<file path="src/rtl/sermii_pkg.sv">
package sermii_pkg;

  // Two control flags lead each segment, ahead of the data bits.
  localparam int CTRL_BITS = 2;
  localparam int ERR_POS   = 0;
  localparam int EN_POS    = 1;

  typedef enum logic {
    ALIGN_HUNT   = 1'b0,
    ALIGN_LOCKED = 1'b1
  } align_state_t;

endpackage

</file>
<file path="src/rtl/sermii_align.sv">
module sermii_align
  import sermii_pkg::*;
#(
  parameter int SEG_BITS = 10,
  parameter int POS_W    = $clog2(SEG_BITS)
) (
  input  logic             clk,
  input  logic             rst_n,
  input  logic             sync_i,
  output logic             cap_en_o,
  output logic [POS_W-1:0] cap_idx_o,
  output logic             seg_done_o,
  output logic             realign_o
);

  localparam logic [POS_W-1:0] POS_LAST  = POS_W'(SEG_BITS - 1);
  localparam logic [POS_W-1:0] POS_FIRST = '0;
  localparam logic [POS_W-1:0] POS_NEXT  = POS_W'(1);

  align_state_t     state_q, state_n;
  logic [POS_W-1:0] pos_q, pos_n;
  logic             locked;

  assign locked = (state_q == ALIGN_LOCKED);

  // Next-state logic.
  always_comb begin
    state_n = state_q;
    pos_n   = pos_q;
    if (sync_i) begin
      // The bit sampled in this cycle is position 0, so the next one is position 1.
      state_n = ALIGN_LOCKED;
      pos_n   = POS_NEXT;
    end else if (locked) begin
      if (pos_q == POS_LAST) begin
        pos_n = POS_FIRST;
      end else begin
        pos_n = pos_q + POS_NEXT;
      end
    end
  end

  // State registers.
  always_ff @(posedge clk or negedge rst_n) begin
    if (!rst_n) begin
      state_q <= ALIGN_HUNT;
      pos_q   <= POS_FIRST;
    end else begin
      state_q <= state_n;
      pos_q   <= pos_n;
    end
  end

  assign cap_en_o   = sync_i | locked;
  assign cap_idx_o  = sync_i ? POS_FIRST : pos_q;
  assign seg_done_o = locked & ~sync_i & (pos_q == POS_LAST);
  assign realign_o  = sync_i & locked & (pos_q != POS_FIRST);

endmodule

</file>
<file path="src/rtl/sermii_seg_capture.sv">
module sermii_seg_capture #(
  parameter int SEG_BITS = 10,
  parameter int POS_W    = $clog2(SEG_BITS)
) (
  input  logic                clk,
  input  logic                rst_n,
  input  logic                cap_en_i,
  input  logic [POS_W-1:0]    cap_idx_i,
  input  logic                bit_i,
  output logic [SEG_BITS-1:0] seg_o
);

  localparam int HELD = SEG_BITS - 1;

  // The last bit is never stored: when it arrives, it goes straight to the output register.
  logic [HELD-1:0] held_q, held_n;

  for (genvar g = 0; g < HELD; g++) begin : g_slot
    always_comb begin
      held_n[g] = held_q[g];
      if (cap_en_i && (cap_idx_i == POS_W'(g))) begin
        held_n[g] = bit_i;
      end
    end
  end

  always_ff @(posedge clk or negedge rst_n) begin
    if (!rst_n) begin
      held_q <= '0;
    end else begin
      held_q <= held_n;
    end
  end

  assign seg_o = {bit_i, held_q};

endmodule

</file>
<file path="src/rtl/sermii_rep_gate.sv">
module sermii_rep_gate #(
  parameter int REP_COUNT = 10,
  parameter int REP_W     = (REP_COUNT > 1) ? $clog2(REP_COUNT) : 1
) (
  input  logic clk,
  input  logic rst_n,
  input  logic slow_i,
  input  logic realign_i,
  input  logic seg_done_i,
  output logic accept_o
);

  localparam logic [REP_W-1:0] REP_LAST = REP_W'(REP_COUNT - 1);
  localparam logic [REP_W-1:0] REP_ONE  = REP_W'(1);

  logic [REP_W-1:0] rep_q, rep_n;

  always_comb begin
    rep_n = rep_q;
    if (!slow_i || realign_i) begin
      rep_n = '0;
    end else if (seg_done_i) begin
      if (rep_q == REP_LAST) begin
        rep_n = '0;
      end else begin
        rep_n = rep_q + REP_ONE;
      end
    end
  end

  always_ff @(posedge clk or negedge rst_n) begin
    if (!rst_n) begin
      rep_q <= '0;
    end else begin
      rep_q <= rep_n;
    end
  end

  assign accept_o = seg_done_i & (~slow_i | (rep_q == '0));

endmodule

</file>
<file path="src/rtl/sermii_tx_deser.sv">
module sermii_tx_deser
  import sermii_pkg::*;
#(
  parameter int DATA_W    = 8,
  parameter int REP_COUNT = 10
) (
  input  logic              ser_clk,
  input  logic              rst_n,
  input  logic              seg_sync,
  input  logic              ser_bit,
  input  logic              slow_mode,
  output logic              ctl_err,
  output logic              ctl_en,
  output logic [DATA_W-1:0] byte_out,
  output logic              byte_strobe
);

  localparam int SEG_BITS = CTRL_BITS + DATA_W;
  localparam int POS_W    = $clog2(SEG_BITS);

  logic                cap_en;
  logic [POS_W-1:0]    cap_idx;
  logic                seg_done;
  logic                realign;
  logic                accept;
  logic [SEG_BITS-1:0] seg_w;
  logic [DATA_W-1:0]   data_w;

  sermii_align #(
    .SEG_BITS (SEG_BITS),
    .POS_W    (POS_W)
  ) u_align (
    .clk        (ser_clk),
    .rst_n      (rst_n),
    .sync_i     (seg_sync),
    .cap_en_o   (cap_en),
    .cap_idx_o  (cap_idx),
    .seg_done_o (seg_done),
    .realign_o  (realign)
  );

  sermii_seg_capture #(
    .SEG_BITS (SEG_BITS),
    .POS_W    (POS_W)
  ) u_capture (
    .clk       (ser_clk),
    .rst_n     (rst_n),
    .cap_en_i  (cap_en),
    .cap_idx_i (cap_idx),
    .bit_i     (ser_bit),
    .seg_o     (seg_w)
  );

  sermii_rep_gate #(
    .REP_COUNT (REP_COUNT)
  ) u_rep (
    .clk        (ser_clk),
    .rst_n      (rst_n),
    .slow_i     (slow_mode),
    .realign_i  (realign),
    .seg_done_i (seg_done),
    .accept_o   (accept)
  );

  for (genvar i = 0; i < DATA_W; i++) begin : g_data_map
    assign data_w[i] = seg_w[CTRL_BITS + i];
  end

  logic              err_q, err_n;
  logic              en_q, en_n;
  logic [DATA_W-1:0] data_q, data_n;
  logic              stb_q, stb_n;

  // Next-state logic for the output stage.
  always_comb begin
    stb_n  = accept;
    err_n  = err_q;
    en_n   = en_q;
    data_n = data_q;
    if (accept) begin
      err_n  = seg_w[ERR_POS];
      en_n   = seg_w[EN_POS];
      data_n = data_w;
    end
  end

  // Output registers.
  always_ff @(posedge ser_clk or negedge rst_n) begin
    if (!rst_n) begin
      err_q  <= 1'b0;
      en_q   <= 1'b0;
      data_q <= '0;
      stb_q  <= 1'b0;
    end else begin
      err_q  <= err_n;
      en_q   <= en_n;
      data_q <= data_n;
      stb_q  <= stb_n;
    end
  end

  assign ctl_err     = err_q;
  assign ctl_en      = en_q;
  assign byte_out    = data_q;
  assign byte_strobe = stb_q;

endmodule

</file>
<file path="config.mk">
export PLATFORM = sky130hd
export DESIGN_NAME = sermii_tx_deser
export DESIGN_NICKNAME = d
export VERILOG_FILES = /design/src/rtl/sermii_pkg.sv /design/src/rtl/sermii_align.sv /design/src/rtl/sermii_seg_capture.sv /design/src/rtl/sermii_rep_gate.sv /design/src/rtl/sermii_tx_deser.sv
export SDC_FILE = /design/constraint.sdc
export NUM_CORES = 1
export LEC_CHECK = 0
export BUFFER_PORTS_ARGS = -buffer_cell sky130_fd_sc_hd__buf_2
export CAP_MARGIN = 20
export CORE_MARGIN = 2
export CORE_UTILIZATION = 35
export DETAILED_ROUTE_END_ITERATION = 8
export PLACE_DENSITY = 0.57
export SLEW_MARGIN = 20
export SYNTH_ARGS = -nofsm -noshare
export SYNTH_HDL_FRONTEND = slang
export SYNTH_SLANG_ARGS = --single-unit
</file>
<file path="constraint.sdc">
create_clock -name ser_clk -period 4.8 [get_ports ser_clk]
set_input_delay 0.96 -clock ser_clk [delete_from_list [all_inputs] [get_ports ser_clk]]
set_output_delay 0.96 -clock ser_clk [all_outputs]
set_load 0.01 [all_outputs]
</file>
# == After elaboration in Yosys (flattened, before gate mapping) ==
# Index checks and enable logic that the tools add are counted.
# word_totals
ff_bits,29
latchBits,0
elab_cells,60
rom_bits,0
n_memories,0
ram_bits,0
output_inout_bits,11
input_bits,5
# classes
reduce_logical,16
mul,0
div_mod_pow,0
muxes,7
n_lt_le_gt_ge,0
bitwise,9
n_addsub,2
eq_ne,10
shifts,0
# op_table
cell,n
4-bit two-way mux,7
4-bit by 3-bit == test with 1-bit output (second input constant),4
4-bit == test (second input constant),3
1-bit logical AND,9
4-bit by 1-bit adder with 4-bit output (second input constant),2
4-bit by 2-bit == test with 1-bit output (second input constant),2
4-bit zero test,2
1-bit AND,5
4-bit by 1-bit == test with 1-bit output (second input constant),1
2-bit nonzero test,2
4-bit nonzero test,1
1-bit NOT,2
1-bit OR,2
1-bit zero test,1
1-bit logical OR,1

# == Longest topological paths before layout ==
# Gate-level depths: netlist of run 1.
# depth
ltp_word,5
depth_mapped,7
depth_no_buf,5

# == By module ==
# A second synthesis of run 1 with hierarchy kept.
# hier_totals
cells_unflattened,123
area_unflattened_um2,1458.9
# modules_own_cells
module,n_inst,cells_each,area_each_um2,seq_area_each_um2
sermii_tx_deser,1,22,436.7,275.3
sermii_seg_capture,1,32,427.9,225.2
sermii_align,1,39,326.6,125.1
sermii_rep_gate,1,30,267.8,100.1

# == Worst setup path after synthesis of run 1 ==
# No wires, ideal clock.
# synth_path
path_kind,input to register
startpoint,input seg_sync
endpoint,"register data_q[1], in the netlist byte_out[1]"
arrival_time_ns,1.904
path_buffers,1
path_stages,4
setup_ns,0.125
slack_ns,2.771
required_time_ns,4.675
path_cell_list,nand2b_1 -> a211oi_2 -> buf_6 -> mux2_2
# synth_via
elab_chain_cells,4
# synth_lines
element,line_no,rtl
"start, declared",sermii_tx_deser.sv:9,"input logic seg_sync,"
1-bit NOT,sermii_align.sv:56,assign seg_done_o = locked & ~sync_i & (pos_q == POS_LAST);
1-bit AND (2 in series),sermii_align.sv:56,
1-bit AND,sermii_rep_gate.sv:39,assign accept_o = seg_done_i & (~slow_i | (rep_q == '0));
via accept,sermii_tx_deser.sv:25,logic accept;
"end signal, assigned",sermii_tx_deser.sv:97,data_q <= data_n;
"end, declared",sermii_tx_deser.sv:71,"logic [DATA_W-1:0] data_q, data_n;"
# The timed path passes the listed nets, and every way through them passes these cells.
# A chain may end at the register's enable or synchronous reset.

# == Worst setup path after layout of run 1 ==
# layout_path
startpoint,input seg_sync
endpoint,"register err_q, in the netlist ctl_err"
# layout_via
elab_chain_cells,4
# layout_lines
element,line_no,rtl
1-bit NOT,sermii_align.sv:56,
1-bit AND (2 in series),sermii_align.sv:56,
1-bit AND,sermii_rep_gate.sv:39,
"end signal, assigned",sermii_tx_deser.sv:95,err_q <= err_n;
"end, declared",sermii_tx_deser.sv:69,"logic err_q, err_n;"
# Every way passes these cells.

==> flow_metrics.env, run 1 <==
export IMPL_final_max_slew_violation_count=0
export IMPL_synthMuxAreaShare=0.148
export IMPL_r2r_end="ctl_err"
export IMPL_regArea_sq_um=726
export IMPL_drc_errors=0
export IMPL_hold_path_depth=1
export IMPL_maxCapViolCount=0
export IMPL_wl_per_cell_um=13.8
export IMPL_grt_overflow=0
export IMPL_nets=148
export IMPL_switching_share=0.232
export IMPL_design_area_sq_um=1640
export IMPL_hold_class="register to register"
export IMPL_critPathSlowestCell="a211oi_2"
export IMPL_postCtsHoldBufs=0
export IMPL_start_kind="input port"
export IMPL_p_total_uw=645
export IMPL_synth_top_area_share=0.501
export IMPL_drt_first_pass_iters=4
export IMPL_leakage_uw=0.000760
export IMPL_min_to="byte_out[6]"
export IMPL_hold_viol_final=0
export IMPL_crit_fanout=12
export IMPL_drtIter0Drc=29
export IMPL_die_w_um=68.3
export IMPL_place_gp_congestion=0.883
export IMPL_fmax_mhz=406
export IMPL_p_int_uw=496
export IMPL_ir_worst_vdd_v=0.000175
export IMPL_vias=960
export IMPL_clockBufferDepth=2
export IMPL_synthAdderAreaFrac=0.0518
export IMPL_slowest_delay_ns=0.83
export IMPL_nFillCells=383
export IMPL_final_cell_mix="29 x dfrtp_1, 19 x mux2_2, 15 x buf_2"
export IMPL_grt_max_degree=30
export IMPL_seq_area_frac_synth=0.501
export IMPL_grt_pass1_vias=949
export IMPL_p_seq_frac=0.475
export IMPL_status="complete, no violations"
export IMPL_ant_nets=0
export IMPL_diodes=0
export IMPL_antenna_found_initial=0
export IMPL_critPathCaptureType="register"
export IMPL_setup_viol_count_final=0
export IMPL_fp_row_count=23
export IMPL_rr_worst_depth=5
export IMPL_cts_max_level=2
export IMPL_synth_largest_area_cell="dfrtp_1"
export IMPL_start_util=0.362
export IMPL_synth_xor_area_share=0
export IMPL_dp_hpwl_mm=1.87
export IMPL_layout_cells_non_filler=188
export IMPL_cts_setup_buffers=0
export IMPL_yosys_top_cells_area="dfrtp_1 50%, mux2_2 15%, ha_1 5.2%"
export IMPL_switchingPower_uw=149
export IMPL_crit_type="input port to register"
export IMPL_reg2reg_setup_slack_ns=2.37
export IMPL_rsz0062_at_grt="false"
export IMPL_clk_pin_slew_ns=0.06
export IMPL_cts_resized=0
export IMPL_drive_above_1_share=0.312
export IMPL_synth_nets=134
export IMPL_cp_data_arrival_time_ns=2.62
export IMPL_setup_tns_ns=0
export IMPL_fin_skew_ns=0.00489
export IMPL_p_comb_frac=0.130
export IMPL_synth_compound_area_frac=0.0924
export IMPL_multi_input_area_sq_um=631
export IMPL_placed_cell_area_sq_um=1520
export IMPL_pin_count=16
export IMPL_cts_num_sinks=29
export IMPL_grt_usage=0.133
export IMPL_syn_area_sq_um=1450
export IMPL_min_from="byte_out[6]"
export IMPL_ys_types=32
export IMPL_final_common_cell="dfrtp_1"
export IMPL_synth_cells=123
export IMPL_cts_buffers=5
export IMPL_reg2reg_from="u_align.pos_q[1]"
export IMPL_synth_seq_cells=29
export IMPL_path_cells="buf_2 -> nand2b_1 -> a211oi_2 -> mux2_2"
export IMPL_yosys_area_share_simple=0.143
export IMPL_via_per_inst=5.11
export IMPL_worstPathRequired_ns=4.96
export IMPL_pwr_density_cell_nw_per_um2=394
export IMPL_io_buffers=15
export IMPL_tritoncts="built"
export IMPL_power_share_clock=0.395
export IMPL_area_growth_pct=13.0
export IMPL_core_area_sq_um=4000
export IMPL_dp_cells=180
export IMPL_grt_pass1_wl_mm=4.49
export IMPL_tightestPinTransition_ns=0.945
export IMPL_timing_final_crit_share=0.513
export IMPL_routed_wl_mm=2.60
export IMPL_yosys_warnings=0
export IMPL_post_route_min_period_ns=2.46
export IMPL_synth_area_per_cell_sq_um=11.8
export IMPL_postLayoutCoreUtil=0.409
export IMPL_synth_top_family_by_area="multiplexers"
export IMPL_die_height_um=68.3
export IMPL_root_buffer="clkbuf_8"
export IMPL_clk_latency_ns=0.27
export IMPL_die_area_sq_um=4670
export IMPL_maxSlewHeadroom=0.369
==> cells by family (layout without fill, tap and decap cells) <==
kind of cell | after synthesis | after routing
AOI/OAI and AO/OA | 21 | 21
adders and majority gates | 6 | 6
buffers and inverters | 15 | 30
DFF | 29 | 29
muxes | 19 | 19
and+or+nand+nor | 33 | 33
==> critical path: cells and delay by family <==
family	cells	cell delay [ns]
AOI/OAI and AO/OA	1	0.83
muxes	1	0.42
and+or+nand+nor	1	0.24
buffers and inverters	1	0.16
==> state kept, by name, summed over array words and instances, names as in the netlist <==
name,count
byte_out,8
byte_strobe,1
ctl_en,1
ctl_err,1
u_align.locked,1
u_align.pos_q,4
u_capture.held_q,9
u_rep.rep_q,4
==> synth_stat cells, drive strengths merged <==
master and instances:
dfrtp 29, mux2 19, a21oi 8, nand4 8, inv 7, clkbuf 6
ha 6, nand2 5, nand2b 4, o21ai 4, a211oi 2, a21boi 2
nand3 2, nand3b 2, nor2b 2, o31ai 2, a31oi 1, a41oi 1
and3b 1, and4b 1, buf 1, bufbuf 1, nand4b 1, nor2 1
nor3b 1, nor4 1, nor4bb 1, o32ai 1, or2 1, or3 1
or3b 1
==> per-stage QoR <==
step | setup slack, ns | hold WS (ns)
2_1_floorplan | 2.77 | 0.474
3_3_place_gp | 2.13 | 0.480
3_5_place_dp | 2.02 | 0.491
4_1_cts | 2.31 | 0.505
5_1_grt | 2.15 | 0.521
6_report | 2.34 | 0.500
==> how the worst max path moves through the flow <==
stage / start / end / slack [ns] / cells after the start
finish: seg_sync / ctl_err / 2.34 / 4
global route: u_align.pos_q[1] / byte_out[7] / 2.15 / 5
CTS: seg_sync / ctl_err / 2.31 / 4
detailed placement: seg_sync / ctl_err / 2.02 / 4
global placement: seg_sync / ctl_err / 2.13 / 4
floorplan: seg_sync / byte_out[1] / 2.77 / 4
==> metal layers <==
metal	GRT usage	routed length [um]
met2	0.206	1250
met1	0.169	1190
met3	0.0543	134
met4	0.0450	20
met5	0	0
==> power by group through the flow <==
stage / registers [uW] / logic [uW] / clock network (uW)
3_5_place_dp: 311 / 86.1 / 0
4_1_cts: 307 / 86.4 / 262
6_report: 306 / 84.0 / 255
2_1_floorplan: 306 / 61.1 / 0
5_1_grt: 313 / 95.1 / 276
3_3_place_gp: 308 / 83.0 / 0
==> final cells by class <==
class | count | area share
well taps | 50 | 0.0382
inverters | 7 | 0.0161
clock buffers | 7 | 0.0528
flip-flops and latches | 29 | 0.443
repair buffers | 15 | 0.0459
multi-input cells | 79 | 0.385
clock inverters | 1 | 0.0183
Power figures use the tool's default switching activity.
==> run 2, diff against run 1 <==
Settings changed: ABC_AREA set to 1.
Clock period 4.8 ns to 2.3 ns, I/O delays scaled along.
==> run 2 against run 1 <==
Clock power up 55%. Worst setup slack lost 1.5 ns. Critical path depth increased by 4. Die area rose by 1.1%. Synthesized area up 1.1%. Combinational power grew to 2.7 times the previous value. Power is 98% higher. Global-route usage rose by 0.65 points. Count of clock-buffer cells in the layout fell by 1. Cell count up 28%. Non-clock buffer count unchanged. Critical endpoint is now byte_out[4].
==> flow_metrics.env, run 2 <==
export IMPL_pin_count=16
export IMPL_die_height_um=68.7
export IMPL_critPathCaptureType="register"
export IMPL_fp_row_count=23
export IMPL_reg2reg_from="u_align.pos_q[1]"
export IMPL_cts_setup_buffers=0
export IMPL_final_common_cell="nand2_1"
export IMPL_root_buffer="clkbuf_8"
export IMPL_vias=1152
export IMPL_crit_fanout=14
export IMPL_yosys_warnings=0
export IMPL_grt_overflow=0
export IMPL_cts_resized=0
export IMPL_regMostFlops="u_capture.held_q"
export IMPL_ant_nets=0
export IMPL_worstPathRequired_ns=2.52
export IMPL_synth_common_cells="55 x nand2_1, 29 x dfrtp_1, 17 x nand3_1"
export IMPL_clk_latency_ns=0.28
export IMPL_tightestPinTransition_ns=0.628
export IMPL_dp_cells=232
export IMPL_nets=200
export IMPL_area_growth_pct=13.0
export IMPL_fin_skew_ns=0.00462
export IMPL_timing_final_crit_share=0.656
export IMPL_rsz0062_at_grt="false"
export IMPL_wirelength_met1_mm=1.37
export IMPL_antenna_found_initial=0
export IMPL_syn_area_sq_um=1470
export IMPL_async_reset_ff_frac=1.00
export IMPL_wl_met2_mm=1.19
export IMPL_clockBufferDepth=2
export IMPL_layout_cells_non_filler=240
export IMPL_drtIter0Drc=41
export IMPL_cts_num_sinks=29
export IMPL_postCtsHoldBufs=0
export IMPL_diodes=0
export IMPL_largest_reg_flops=9
export IMPL_clk_pin_slew_ns=0.06
export IMPL_hold_class="input port to async pin"
export IMPL_synth_area_per_cell_sq_um=8.62
export IMPL_synth_nets=181
export IMPL_wl_per_cell_um=11.4
export IMPL_setup_tns_ns=0
export IMPL_status="complete, no violations"
export IMPL_synth_edf_count=0
export IMPL_final_max_slew_violation_count=0
export IMPL_cts_buffers=5
export IMPL_wl_met3_um=151
export IMPL_io_buffers=15
export IMPL_highest_layer="met4"
export IMPL_core_area_sq_um=4030
export IMPL_grt_pass1_wl_mm=4.83
export IMPL_cts_max_level=2
export IMPL_tritoncts="built"
export IMPL_post_route_min_period_ns=1.51
export IMPL_nFillCells=427
export IMPL_routed_wl_mm=2.73
export IMPL_setup_viol_count_final=0
export IMPL_die_w_um=68.7
export IMPL_leakage_uw=0.000888
export IMPL_yosys_top_cells_area="dfrtp_1 50%, nand2_1 14%, nand3_1 5.8%"
export IMPL_fmax_mhz=663
export IMPL_ys_flop_type="dfrtp_1"
export IMPL_drive_above_1_share=0.195
export IMPL_via_per_inst=4.80
export IMPL_hold_viol_final=0
export IMPL_synth_cells=170
export IMPL_ir_worst_vdd_v=0.000219
export IMPL_design_area_sq_um=1660
export IMPL_synth_most_common_cell="nand2_1"
export IMPL_grt_pass1_vias=1052
export IMPL_ys_types=22
export IMPL_maxSlewHeadroom=0.581
export IMPL_grt_usage=0.140
export IMPL_rr_worst_depth=8
export IMPL_pwr_density_cell_nw_per_um2=773
export IMPL_dp_hpwl_mm=2.02
export IMPL_cp_data_arrival_time_ns=1.72
export IMPL_seq_area_frac_synth=0.495
export IMPL_synth_top_area_share=0.495
export IMPL_crit_type="register to register"
export IMPL_place_gp_congestion=0.758
export IMPL_start_util=0.364
export IMPL_synth_largest_area_cell="dfrtp_1"
export IMPL_final_cell_mix="55 x nand2_1, 29 x dfrtp_1, 17 x nand3_1"
export IMPL_r2r_end="byte_out[4]"
export IMPL_drc_errors=0
export IMPL_die_area_sq_um=4720
export IMPL_multi_input_area_sq_um=641
export IMPL_drt_first_pass_iters=4
export IMPL_placed_cell_area_sq_um=1570
export IMPL_reg2reg_setup_slack_ns=0.79
export IMPL_start_kind="register"
export IMPL_synth_seq_cells=29
export IMPL_grt_max_degree=30
export IMPL_maxCapViolCount=0
export IMPL_regArea_sq_um=726
-- run 2: cell types whose count changed after synthesis, sizes merged, moves of 4 or more --
cell,before,now
o21ai,4,15
nand2b,4,0
inv,7,17
a21oi,8,1
nand2,5,57
mux2,19,0
nand3,2,18
clkbuf,6,0
nor2,1,12
-- run 2: where the power goes --
part           internal, uW  leakage (uW)  total [uW]  switching (uW)
sequential              603      0.000380         663            59.7
clock                   209     0.0000450         394             185
combinational          88.8      0.000463         223             134
-- run 2: cell families (layout without fill, tap and decap cells) --
group	after synthesis	count (layout)	synth area share
compound gates	18	18	0.0735
flops	29	29	0.495
buf+inv	21	41	0.0675
xor+xnor	3	3	0.0179
simple gates	93	93	0.295
fa+ha+maj	6	6	0.0512
-- run 2: worst max-delay path, cell delays in order, from the launching register on --
cell and delay [ns]:
dfrtp_1 0.44, inv_1 0.14, ha_1 0.19, nand3_2 0.12
nor2_2 0.15, nand2_4 0.14, inv_2 0.14, nand2_1 0.07
nand2_1 0.05
-- run 2: area by class of cell --
type / instances / share of cell area
Multi-Input combinational cell: 120 / 0.387
Clock buffer: 6 / 0.0438
Clock inverter: 2 / 0.00605
Sequential cell: 29 / 0.438
Timing Repair Buffer: 15 / 0.0454
Inverter: 18 / 0.0416
Tap cell: 50 / 0.0378
-- run 2: layer usage --
layer  GRT usage  vias to the layer above
met4      0.0515                        0
met2       0.206                       30
met5           0                        -
li1            -                      583
met1       0.192                      535
met3      0.0438                        4
-- run 2: worst max path at each step --
stage / startpoint / depth (start not counted) / endpoint
6_report: u_align.pos_q[1] / 8 / byte_out[4]
5_1_grt: u_align.pos_q[1] / 8 / byte_out[5]
4_1_cts: u_align.pos_q[1] / 8 / byte_out[4]
3_5_place_dp: u_align.pos_q[1] / 8 / byte_out[4]
3_3_place_gp: u_align.pos_q[1] / 8 / byte_out[6]
2_1_floorplan: u_align.pos_q[1] / 8 / byte_out[0]
-- run 2: through the flow --
step,setup slack (ns),hold WS [ns],total power (uW),utilization
after global placement,0.848,0.458,898,0.390
after floorplan,0.966,0.164,818,-
after detailed placement,0.806,0.463,899,0.390
after global routing,0.599,0.248,1380,0.411
final,0.791,0.196,1280,0.411
after CTS,0.784,0.225,1300,0.411
==> run 3, diff against run 2 <==
Clock period 2.3 ns to 1.5 ns, I/O delays scaled along.
==> run 3 against run 2 <==
Largest power group unchanged. Worst setup slack lost 0.61 ns. Clock power grew 57%. Cell area grew 2.3%. Fmax grew 14%. Sequential power grew 52%. Global-route usage grew 0.46 points. Clock skew grew 0.00087 ns. Combinational power grew 70%. Die area is the same. Sequential cell count is the same.
==> flow_metrics.env, run 3 (synthesis results as in run 2) <==
export IMPL_diodes=0
export IMPL_fin_skew_ns=0.00549
export IMPL_clk_latency_ns=0.28
export IMPL_fmax_mhz=758
export IMPL_power_share_clock=0.309
export IMPL_switchingPower_uw=604
export IMPL_nets=205
export IMPL_grt_max_degree=30
export IMPL_cts_resized=0
export IMPL_start_util=0.364
export IMPL_reg2reg_from="u_rep.rep_q[1]"
export IMPL_core_area_sq_um=4030
export IMPL_place_gp_congestion=0.795
export IMPL_grt_pass1_wl_mm=4.91
export IMPL_crit_type="register to register"
export IMPL_timing_final_crit_share=0.880
export IMPL_drtIter0Drc=78
export IMPL_maxCapViolCount=0
export IMPL_crit_fanout=14
export IMPL_critPathCaptureType="register"
export IMPL_final_common_cell="nand2_1"
export IMPL_dp_cells=237
export IMPL_clk_pin_slew_ns=0.07
export IMPL_drc_errors=0
export IMPL_status="complete, no violations"
export IMPL_vias=1146
export IMPL_final_max_slew_violation_count=0
export IMPL_cts_num_sinks=29
export IMPL_dp_hpwl_mm=2.10
export IMPL_die_area_sq_um=4720
export IMPL_grt_pass1_vias=1039
export IMPL_regArea_sq_um=727
export IMPL_routed_wl_mm=2.88
export IMPL_die_w_um=68.7
export IMPL_final_cell_mix="55 x nand2_1, 28 x dfrtp_1, 17 x nand3_1"
export IMPL_r2r_end="byte_out[6]"
export IMPL_wl_per_cell_um=11.8
export IMPL_hold_class="input port to async pin"
export IMPL_p_comb_frac=0.189
export IMPL_layout_cells_non_filler=245
export IMPL_area_growth_pct=15.6
export IMPL_pwr_density_cell_nw_per_um2=1180
export IMPL_grt_overflow=0
export IMPL_antenna_found_initial=0
export IMPL_drt_first_pass_iters=4
export IMPL_multi_input_area_sq_um=641
export IMPL_p_seq_frac=0.502
export IMPL_leakage_uw=0.000910
export IMPL_drive_above_1_share=0.221
export IMPL_fp_row_count=23
export IMPL_pin_count=16
export IMPL_ant_nets=0
export IMPL_maxSlewHeadroom=0.563
export IMPL_clockBufferDepth=2
export IMPL_nFillCells=427
export IMPL_regMostFlops="u_capture.held_q"
export IMPL_post_route_min_period_ns=1.32
export IMPL_p_int_uw=1400
export IMPL_worstPathRequired_ns=1.67
export IMPL_rsz0062_at_grt="false"
export IMPL_cts_buffers=5
export IMPL_grt_usage=0.145
export IMPL_tritoncts="built"
export IMPL_tightestPinTransition_ns=0.655
export IMPL_setup_tns_ns=0
export IMPL_start_kind="register"
export IMPL_rr_worst_depth=8
export IMPL_switching_share=0.301
export IMPL_cts_max_level=2
export IMPL_ir_worst_vdd_v=0.000411
export IMPL_via_per_inst=4.68
export IMPL_die_height_um=68.7
export IMPL_hold_viol_final=0
export IMPL_cts_setup_buffers=0
export IMPL_io_buffers=15
export IMPL_setup_viol_count_final=0
export IMPL_reg2reg_setup_slack_ns=0.18
export IMPL_cp_data_arrival_time_ns=1.49
export IMPL_root_buffer="clkbuf_8"
export IMPL_largest_reg_flops=9
export IMPL_postCtsHoldBufs=0
## run 3: cell types whose count changed in the layout (fill, tap and decap cells not counted), sizes merged
cell  change
buf       +5
## run 3: through the flow
step / area [sq um] / setup WS [ns] / util / power (uW) / hold WS, ns
2_1_floorplan: 1470 / 0.166 / - / 1250 / 0.00441
3_3_place_gp: 1610 / 0.136 / 0.400 / 1400 / 0.372
3_5_place_dp: 1610 / 0.128 / 0.400 / 1410 / 0.374
4_1_cts: 1690 / 0.113 / 0.420 / 2040 / 0.0636
5_1_grt: 1690 / 0.0151 / 0.420 / 2160 / 0.0922
6_report: 1690 / 0.180 / 0.420 / 2000 / 0.0437
## run 3: critical path, cell delays in order, from the launching register on
cell and delay, ns:
dfrtp_1 0.40, inv_1 0.08, ha_1 0.18, nand3_1 0.07
nand2_1 0.09, nand2_4 0.17, inv_2 0.10, nand2_1 0.07
nand2_1 0.04
## run 3: power groups by stage
stage	logic (uW)	clock network [uW]	registers (uW)
global placement	379	0	1020
CTS	386	641	1010
floorplan	229	0	1030
detailed placement	384	0	1020
finish	378	619	1010
global route	448	684	1030
## run 3: worst max path at each step
stage | start | slack [ns] | cells after the start | to
global placement | u_rep.rep_q[0] | 0.14 | 8 | byte_out[2]
floorplan | u_align.pos_q[1] | 0.17 | 8 | byte_out[0]
global route | u_align.pos_q[1] | 0.02 | 8 | byte_out[0]
detailed placement | u_rep.rep_q[0] | 0.13 | 8 | byte_out[4]
finish | u_rep.rep_q[1] | 0.18 | 8 | byte_out[6]
CTS | u_rep.rep_q[0] | 0.11 | 8 | byte_out[4]
## run 3: per-layer routing
metal  vias up  track usage  wire, um
met2        20        0.214      1240
li1        598            -         -
met4         0       0.0588        52
met3         7       0.0536       152
met1       521        0.190      1440
met5         -            0         0
## run 3: area by class of cell
cell class,instances,area share
tap,50,0.0369
clock buffer,6,0.0428
inverter,18,0.0406
clock inverter,2,0.00591
multi-input combinational,120,0.378
timing repair buffer,20,0.0665
sequential,29,0.429
